### config.mk
export PLATFORM = sky130hd
export DESIGN_NAME = rtc_secs_alarm
export DESIGN_NICKNAME = d
export VERILOG_FILES = /design/src/rtl/rtc_pkg.sv /design/src/rtl/rtc_prescaler.sv /design/src/rtl/rtc_seconds.sv /design/src/rtl/rtc_status.sv /design/src/rtl/rtc_secs_alarm.sv
export SDC_FILE = /design/constraint.sdc
export NUM_CORES = 1
export LEC_CHECK = 0
export BUFFER_PORTS_ARGS = -buffer_cell sky130_fd_sc_hd__buf_2
export CAP_MARGIN = 25
export CORE_UTILIZATION = 30
export DETAILED_ROUTE_END_ITERATION = 8
export HOLD_SLACK_MARGIN = 0.03
export SLEW_MARGIN = 10
export SYNTH_ARGS = -nofsm -noshare
export SYNTH_HDL_FRONTEND = slang
export SYNTH_SLANG_ARGS = --single-unit
### constraint.sdc
create_clock -name clk -period 4.7 [get_ports clk]
set_input_delay 1.175 -clock clk [delete_from_list [all_inputs] [get_ports clk]]
set_output_delay 1.175 -clock clk [all_outputs]
set_load 0.01 [all_outputs]
### src/rtl/rtc_pkg.sv
`timescale 1ns/1ps
package rtc_pkg;
   typedef enum logic [1:0] {
      RA_SECS  = 2'd0,
      RA_ALARM = 2'd1,
      RA_STAT  = 2'd2,
      RA_PRESC = 2'd3
   } rtc_addr_e;

   // event channel indices inside the status register
   localparam int EV_ALARM = 0;
   localparam int EV_HZ    = 1;
   localparam int NUM_EV   = 2;
   // an enable bit sits this far above its pending bit
   localparam int EN_SHIFT = 2;
endpackage

### src/rtl/rtc_prescaler.sv
`timescale 1ns/1ps
module rtc_prescaler #(
   parameter int DIV_W      = 16,
   parameter int TRIM_W     = 8,
   parameter bit TRIM_EN    = 1'b1,
   parameter int DIV_RESET  = 32767,
   parameter int TRIM_RESET = 0
) (
   input  logic              clk,
   input  logic              rst_n,
   input  logic              tick_en,
   input  logic              load,
   input  logic [DIV_W-1:0]  div_in,
   input  logic [TRIM_W-1:0] trim_in,
   output logic [DIV_W-1:0]  div_q,
   output logic [TRIM_W-1:0] trim_q,
   output logic              one_hz
);
   localparam int ACC_W = DIV_W + 1;

   logic [ACC_W-1:0] tick_cnt;
   logic [ACC_W-1:0] limit;
   logic             at_limit;

   always_ff @(posedge clk) begin
      if (!rst_n)    div_q <= DIV_W'(DIV_RESET);
      else if (load) div_q <= div_in;
   end

   generate
      if (TRIM_EN) begin : g_trim
         always_ff @(posedge clk) begin
            if (!rst_n)    trim_q <= TRIM_W'(TRIM_RESET);
            else if (load) trim_q <= trim_in;
         end
      end else begin : g_no_trim
         assign trim_q = '0;
      end
   endgenerate

   assign limit    = ACC_W'(div_q) + ACC_W'(trim_q);
   assign at_limit = (tick_cnt >= limit);
   assign one_hz   = tick_en && !load && at_limit;

   always_ff @(posedge clk) begin
      if (!rst_n)       tick_cnt <= '0;
      else if (load)    tick_cnt <= '0;
      else if (tick_en) tick_cnt <= at_limit ? '0 : tick_cnt + 1'b1;
   end
endmodule

### src/rtl/rtc_seconds.sv
`timescale 1ns/1ps
module rtc_seconds #(
   parameter int CNT_W = 32
) (
   input  logic             clk,
   input  logic             rst_n,
   input  logic             one_hz,
   input  logic             wr_secs,
   input  logic             wr_alarm,
   input  logic [CNT_W-1:0] wdata,
   output logic [CNT_W-1:0] secs_q,
   output logic [CNT_W-1:0] alarm_q,
   output logic             match_evt
);
   logic cmp_req;

   always_ff @(posedge clk) begin
      if (!rst_n)       secs_q <= '0;
      else if (wr_secs) secs_q <= wdata;
      else if (one_hz)  secs_q <= secs_q + 1'b1;
   end

   always_ff @(posedge clk) begin
      if (!rst_n)        alarm_q <= '0;
      else if (wr_alarm) alarm_q <= wdata;
   end

   // compare only once after each change of either operand
   always_ff @(posedge clk) begin
      if (!rst_n) cmp_req <= 1'b0;
      else        cmp_req <= one_hz | wr_secs | wr_alarm;
   end

   assign match_evt = cmp_req && (secs_q == alarm_q);
endmodule

### src/rtl/rtc_status.sv
`timescale 1ns/1ps
module rtc_status #(
   parameter int N = 2
) (
   input  logic         clk,
   input  logic         rst_n,
   input  logic [N-1:0] set_evt,
   input  logic         wr_stat,
   input  logic [N-1:0] clr_bits,
   input  logic [N-1:0] en_bits,
   output logic [N-1:0] pend_q,
   output logic [N-1:0] en_q,
   output logic [N-1:0] irq
);
   generate
      for (genvar i = 0; i < N; i++) begin : g_ch
         always_ff @(posedge clk) begin
            if (!rst_n)                      pend_q[i] <= 1'b0;
            else if (set_evt[i])             pend_q[i] <= 1'b1;
            else if (wr_stat && clr_bits[i]) pend_q[i] <= 1'b0;
         end

         always_ff @(posedge clk) begin
            if (!rst_n)       en_q[i] <= 1'b0;
            else if (wr_stat) en_q[i] <= en_bits[i];
         end

         assign irq[i] = pend_q[i] & en_q[i];
      end
   endgenerate
endmodule

### src/rtl/rtc_secs_alarm.sv
`timescale 1ns/1ps
module rtc_secs_alarm
   import rtc_pkg::*;
#(
   parameter int CNT_W      = 32,
   parameter int DIV_W      = 16,
   parameter int TRIM_W     = 8,
   parameter int TRIM_LSB   = 16,
   parameter bit TRIM_EN    = 1'b1,
   parameter int DIV_RESET  = 32767,
   parameter int TRIM_RESET = 0
) (
   input  logic             clk,
   input  logic             rst_n,
   input  logic             tick_en,
   input  logic [1:0]       bus_addr,
   input  logic             bus_we,
   input  logic [CNT_W-1:0] bus_wdata,
   output logic [CNT_W-1:0] bus_rdata,
   output logic             irq_hz,
   output logic             irq_alarm
);
   generate
      if (TRIM_LSB < DIV_W) begin : g_err_overlap
         $error("trim field overlaps divide field");
      end
      if (TRIM_LSB + TRIM_W > CNT_W) begin : g_err_width
         $error("trim field exceeds register width");
      end
      if (TRIM_W > DIV_W) begin : g_err_trim
         $error("trim wider than divide");
      end
      if (CNT_W < NUM_EV + EN_SHIFT + NUM_EV) begin : g_err_stat
         $error("register too narrow for status bits");
      end
      if (DIV_RESET >= (1 << DIV_W)) begin : g_err_rst
         $error("divide reset value does not fit");
      end
   endgenerate

   logic              wr_secs, wr_alarm, wr_stat, wr_presc;
   logic              one_hz, match_evt;
   logic [DIV_W-1:0]  div_q;
   logic [TRIM_W-1:0] trim_q;
   logic [CNT_W-1:0]  secs_q, alarm_q;
   logic [NUM_EV-1:0] set_evt, pend_q, en_q, irq_v;

   assign wr_secs  = bus_we && (rtc_addr_e'(bus_addr) == RA_SECS);
   assign wr_alarm = bus_we && (rtc_addr_e'(bus_addr) == RA_ALARM);
   assign wr_stat  = bus_we && (rtc_addr_e'(bus_addr) == RA_STAT);
   assign wr_presc = bus_we && (rtc_addr_e'(bus_addr) == RA_PRESC);

   rtc_prescaler #(
      .DIV_W(DIV_W), .TRIM_W(TRIM_W), .TRIM_EN(TRIM_EN),
      .DIV_RESET(DIV_RESET), .TRIM_RESET(TRIM_RESET)
   ) u_presc (
      .clk(clk), .rst_n(rst_n), .tick_en(tick_en), .load(wr_presc),
      .div_in(bus_wdata[DIV_W-1:0]),
      .trim_in(bus_wdata[TRIM_LSB +: TRIM_W]),
      .div_q(div_q), .trim_q(trim_q), .one_hz(one_hz)
   );

   rtc_seconds #(.CNT_W(CNT_W)) u_secs (
      .clk(clk), .rst_n(rst_n), .one_hz(one_hz),
      .wr_secs(wr_secs), .wr_alarm(wr_alarm), .wdata(bus_wdata),
      .secs_q(secs_q), .alarm_q(alarm_q), .match_evt(match_evt)
   );

   always_comb begin
      set_evt           = '0;
      set_evt[EV_ALARM] = match_evt;
      set_evt[EV_HZ]    = one_hz;
   end

   rtc_status #(.N(NUM_EV)) u_stat (
      .clk(clk), .rst_n(rst_n), .set_evt(set_evt), .wr_stat(wr_stat),
      .clr_bits(bus_wdata[NUM_EV-1:0]),
      .en_bits(bus_wdata[EN_SHIFT +: NUM_EV]),
      .pend_q(pend_q), .en_q(en_q), .irq(irq_v)
   );

   assign irq_hz    = irq_v[EV_HZ];
   assign irq_alarm = irq_v[EV_ALARM];

   always_comb begin
      bus_rdata = '0;
      case (rtc_addr_e'(bus_addr))
         RA_SECS:  bus_rdata = secs_q;
         RA_ALARM: bus_rdata = alarm_q;
         RA_STAT: begin
            bus_rdata[NUM_EV-1:0]         = pend_q;
            bus_rdata[EN_SHIFT +: NUM_EV] = en_q;
         end
         default: begin
            bus_rdata[DIV_W-1:0]         = div_q;
            bus_rdata[TRIM_LSB +: TRIM_W] = trim_q;
         end
      endcase
   end
endmodule

==> summary.txt <==
FLOORPLANNING
----------------------------------------------------------------------------------------------------
Num rows                                                                                          53
Effective utilization at floorplan                                                             30.6%
CORE AREA                                                                                  21000 um2
Overall die width                                                                             148 um
Full die area                                                                              22000 um2
Height of the chip                                                                            148 um
Count of pins on the block boundary                                                               72

POWER AND IR DROP
----------------------------------------------------------------------------------------------------
Worst vdd rail ir drop                                                                    0.000182 V
Power density over the cells                                                              292 nW/um2
Design Power                                                                                 2.14 mW
Leakage dissipation                                                                          2.94 nW

CLOCK TREE
----------------------------------------------------------------------------------------------------
Post-CTS sizing                                                                                    0
Insertion delay to the later sink of the worst-skew pair                                     0.36 ns
CTS hold repair buffers                                                                            0
TritonCTS buffer count                                                                             9
Clock net sink count                                                                             110
Clock-pin slew reported for the worst setup and hold paths after clock tree synthesis        0.08 ns
Clock root buffer                                                                       sky130_fd_sc_hd__clkbuf_16
CTS tree                                                                                         yes
Max Buffers Root-to-Sink                                                                           2
Level count of the clock H-tree                                                                    3
Setup repair bufs after CTS                                                                        0

ROUTING
----------------------------------------------------------------------------------------------------
Top routing layer in use                                                                        met4
Detailed route wirelength on metal2                                                          8680 um
Number of DRC markers after the initial detailed-route iteration                                 388
Routed metal-1 wire length                                                                   8390 um
Vias per inst                                                                                   5.04
Routed wire length                                                                          18500 um
Antenna Violating Nets Remaining                                                                   0
DR pass1 iterations                                                                                5
Routed wirelength normalized by instance count                                               16.5 um
Drt drc                                                                                            0
Routed wire length on met3                                                                    885 um
Number of vias in the routed layout                                                             5637

PLACED DESIGN
----------------------------------------------------------------------------------------------------
Placed cell count                                                                               1102
Half-perimeter wire length after detailed placement                                         13500 um
Routability-driven placement congestion ratio                                                  0.846
PortBufs                                                                                          71

WORST SETUP PATH
----------------------------------------------------------------------------------------------------
Critical R2R Launch                                                                     u_presc.div_q[0]
CP Launch Type                                                                             flip-flop
Required @ worst endpoint                                                                    4.89 ns
Kind of critical path                                                                        reg2reg
Reg-to-reg setup timing slack                                                                0.56 ns
Crit path capture type                                                                     flip-flop
Worst Setup SP                                                                          u_presc.div_q[0]
FF-to-FF path depth                                                                               18
Data arrival time of the worst path                                                          4.33 ns
Max Fanout on Critical Path                                                                       29

YOSYS
----------------------------------------------------------------------------------------------------
Largest cells by area after synthesis                                                   sky130_fd_sc_hd__dfxtp_1 (34%), sky130_fd_sc_hd__nand2_1 (9.1%), sky130_fd_sc_hd__xor2_1 (6.8%)
Synthesized area per cell                                                                   8.08 um2
Post-synthesis cell type count                                                                    47
Count of flip-flops with a built-in enable after synthesis                                         0
Share of the yosys chip area belonging to registers                                            34.3%
YS warnings                                                                                        0
Synth cell count leaders                                                                sky130_fd_sc_hd__nand2_1 (156), sky130_fd_sc_hd__dfxtp_1 (110), sky130_fd_sc_hd__o21ai_0 (57)
Fraction of registers with async set/reset                                                        0%
Synth Cell Area                                                                             6420 um2
Area share of the leading cell type in the synthesized netlist                                 34.3%
Synthesized flop and latch total                                                                 110
Top_reg_cell synth                                                                      sky130_fd_sc_hd__dfxtp_1
Syn Inst Count                                                                                   795
Top cell type by total area after synthesis                                             sky130_fd_sc_hd__dfxtp_1
Dominant cell by count in the synthesized netlist                                       sky130_fd_sc_hd__nand2_1
Post-synth net total                                                                             861

GRT
----------------------------------------------------------------------------------------------------
Pin count of the biggest net entering global routing                                              56
Residual overflow from global routing                                                              0
GRT Total Usage                                                                                17.1%
Via count of the first global-routing pass                                                      5328
First-pass GRT wire length                                                                  29100 um
Number of antenna violations at the first check in global routing                                  0

MIN PATH
----------------------------------------------------------------------------------------------------
Min-Delay Path Depth                                                                               2
Critical hold path startpoint                                                           u_secs.alarm_q[26]
Type of the tightest min-delay check                                                         reg2reg

STA
----------------------------------------------------------------------------------------------------
Max Slew Vio Count                                                                                 0
Max-Slew Margin vs Limit                                                                       29.9%
Post-layout minimum cycle time                                                               4.14 ns
Hold Worst Slack                                                                            0.493 ns
Hold violation count in the final report                                                           0
Top achievable clock speed                                                                   242 MHz
Ratio of final minimum period to clock period                                                  88.0%
Setup Total Neg Slack                                                                           0 ns
Setup repair after global routing missed its margin                                               no
Final setup viols                                                                                  0
Transition at the pin with the smallest max-transition slack                                 1.05 ns
Clock tree skew after final layout                                                         0.0133 ns

FINISH
----------------------------------------------------------------------------------------------------
Final nets                                                                                       904
Post-layout util                                                                               34.8%
Fraction of final layout cells with drive strength greater than 1                              12.8%
Area growth, synth to finish                                                                   13.8%
Diode count                                                                                        0
Non-filler cells in the finished layout                                                         1118

JOB
----------------------------------------------------------------------------------------------------
Number of violations of the max-capacitance limit                                                  0

STATUS
----------------------------------------------------------------------------------------------------
Run status                                                                              complete, no violations

[worst max-delay path, stage by stage (launching register included)]
cell	delay, ns
sky130_fd_sc_hd__dfxtp_1	0.33
sky130_fd_sc_hd__ha_1	0.23
sky130_fd_sc_hd__fa_1	0.40
sky130_fd_sc_hd__a21o_1	0.18
sky130_fd_sc_hd__a21oi_1	0.22
sky130_fd_sc_hd__o21bai_1	0.09
sky130_fd_sc_hd__a21oi_1	0.21
sky130_fd_sc_hd__a211oi_1	0.18
sky130_fd_sc_hd__nand3_1	0.13
sky130_fd_sc_hd__xor2_1	0.17
sky130_fd_sc_hd__ha_1	0.26
sky130_fd_sc_hd__a21oi_1	0.12
sky130_fd_sc_hd__o21ai_0	0.09
sky130_fd_sc_hd__a221oi_1	0.52
sky130_fd_sc_hd__a21oi_2	0.10
sky130_fd_sc_hd__buf_4	0.26
sky130_fd_sc_hd__nand4_1	0.16
sky130_fd_sc_hd__xor2_1	0.19
sky130_fd_sc_hd__a21oi_1	0.10
[state kept, by name, summed over array words and instances (netlist names)]
register / flops
u_stat.pend_q: 2
u_presc.div_q: 16
u_presc.trim_q: 8
u_secs.alarm_q: 32
u_stat.en_q: 2
u_secs.secs_q: 32
u_secs.cmp_req: 1
u_presc.tick_cnt: 17
[area by class of cell]
class / instances / area, um2
clock buffers: 10 / 229
multi-input cells: 631 / 4020
clock inverters: 6 / 70.1
fillers: 2194 / 13700
well taps: 275 / 344
flip-flops and latches: 110 / 2200
repair buffers: 81 / 430
inverters: 5 / 18.8
[where the power goes]
| part | internal [mW] | total [mW] | switching [mW] | leakage [nW] |
|---|---|---|---|---|
| sequential | 0.967 | 1.01 | 0.0467 | 0.896 |
| combinational | 0.137 | 0.328 | 0.191 | 1.90 |
| clock | 0.419 | 0.794 | 0.375 | 0.141 |
| total | 1.52 | 2.14 | 0.613 | 2.94 |
[cells in the final DEF, fill, tap and decap left out, types with 3 or more instances in the layout]
cell	n
sky130_fd_sc_hd__nor2_1	38
sky130_fd_sc_hd__a21o_1	3
sky130_fd_sc_hd__nand3_1	41
sky130_fd_sc_hd__a211oi_1	3
sky130_fd_sc_hd__dfxtp_1	110
sky130_fd_sc_hd__nor2b_1	6
sky130_fd_sc_hd__clkbuf_16	9
sky130_fd_sc_hd__ha_1	27
sky130_fd_sc_hd__mux4_2	4
sky130_fd_sc_hd__o21ai_0	57
sky130_fd_sc_hd__inv_1	5
sky130_fd_sc_hd__nand2_1	156
sky130_fd_sc_hd__mux2i_1	31
sky130_fd_sc_hd__o21ai_1	3
sky130_fd_sc_hd__nand4_1	32
sky130_fd_sc_hd__and2_1	7
sky130_fd_sc_hd__nand3b_1	3
sky130_fd_sc_hd__buf_2	71
sky130_fd_sc_hd__a21boi_0	41
sky130_fd_sc_hd__a21oi_1	37
sky130_fd_sc_hd__xnor2_1	38
sky130_fd_sc_hd__and3_1	17
sky130_fd_sc_hd__nor3_1	3
sky130_fd_sc_hd__xor2_1	50
sky130_fd_sc_hd__buf_4	10
[routing by layer]
layer / vias up / GRT usage, %
met5: - / 0
met1: 2619 / 22.4
met2: 150 / 28.5
met4: 0 / 6.91
li1: 2838 / -
met3: 30 / 2.18
[cell families after synthesis]
family | Yosys count | share of synthesized area (%)
compound gates | 159 | 14.8
xor+xnor | 88 | 12.0
fa+ha+maj | 28 | 5.57
buf+inv | 54 | 3.27
flops | 110 | 34.3
mux | 36 | 6.47
simple gates | 320 | 23.6
[metrics by stage]
stage	setup WS, ns	instance area, um2
finish	0.565	7310
global route	0.114	7310
CTS	0.510	7310
detailed placement	0.519	7010
global placement	0.592	7010
floorplan	0.961	6420
[path summary, 6_finish.rpt]
path	to
hold / removal	u_secs.alarm_q[26]
setup / recovery	u_secs.secs_q[9]
setup reg to reg	u_secs.secs_q[9]
hold reg to reg	u_secs.alarm_q[26]
Note: power is estimated with default switching activity, not from simulation.
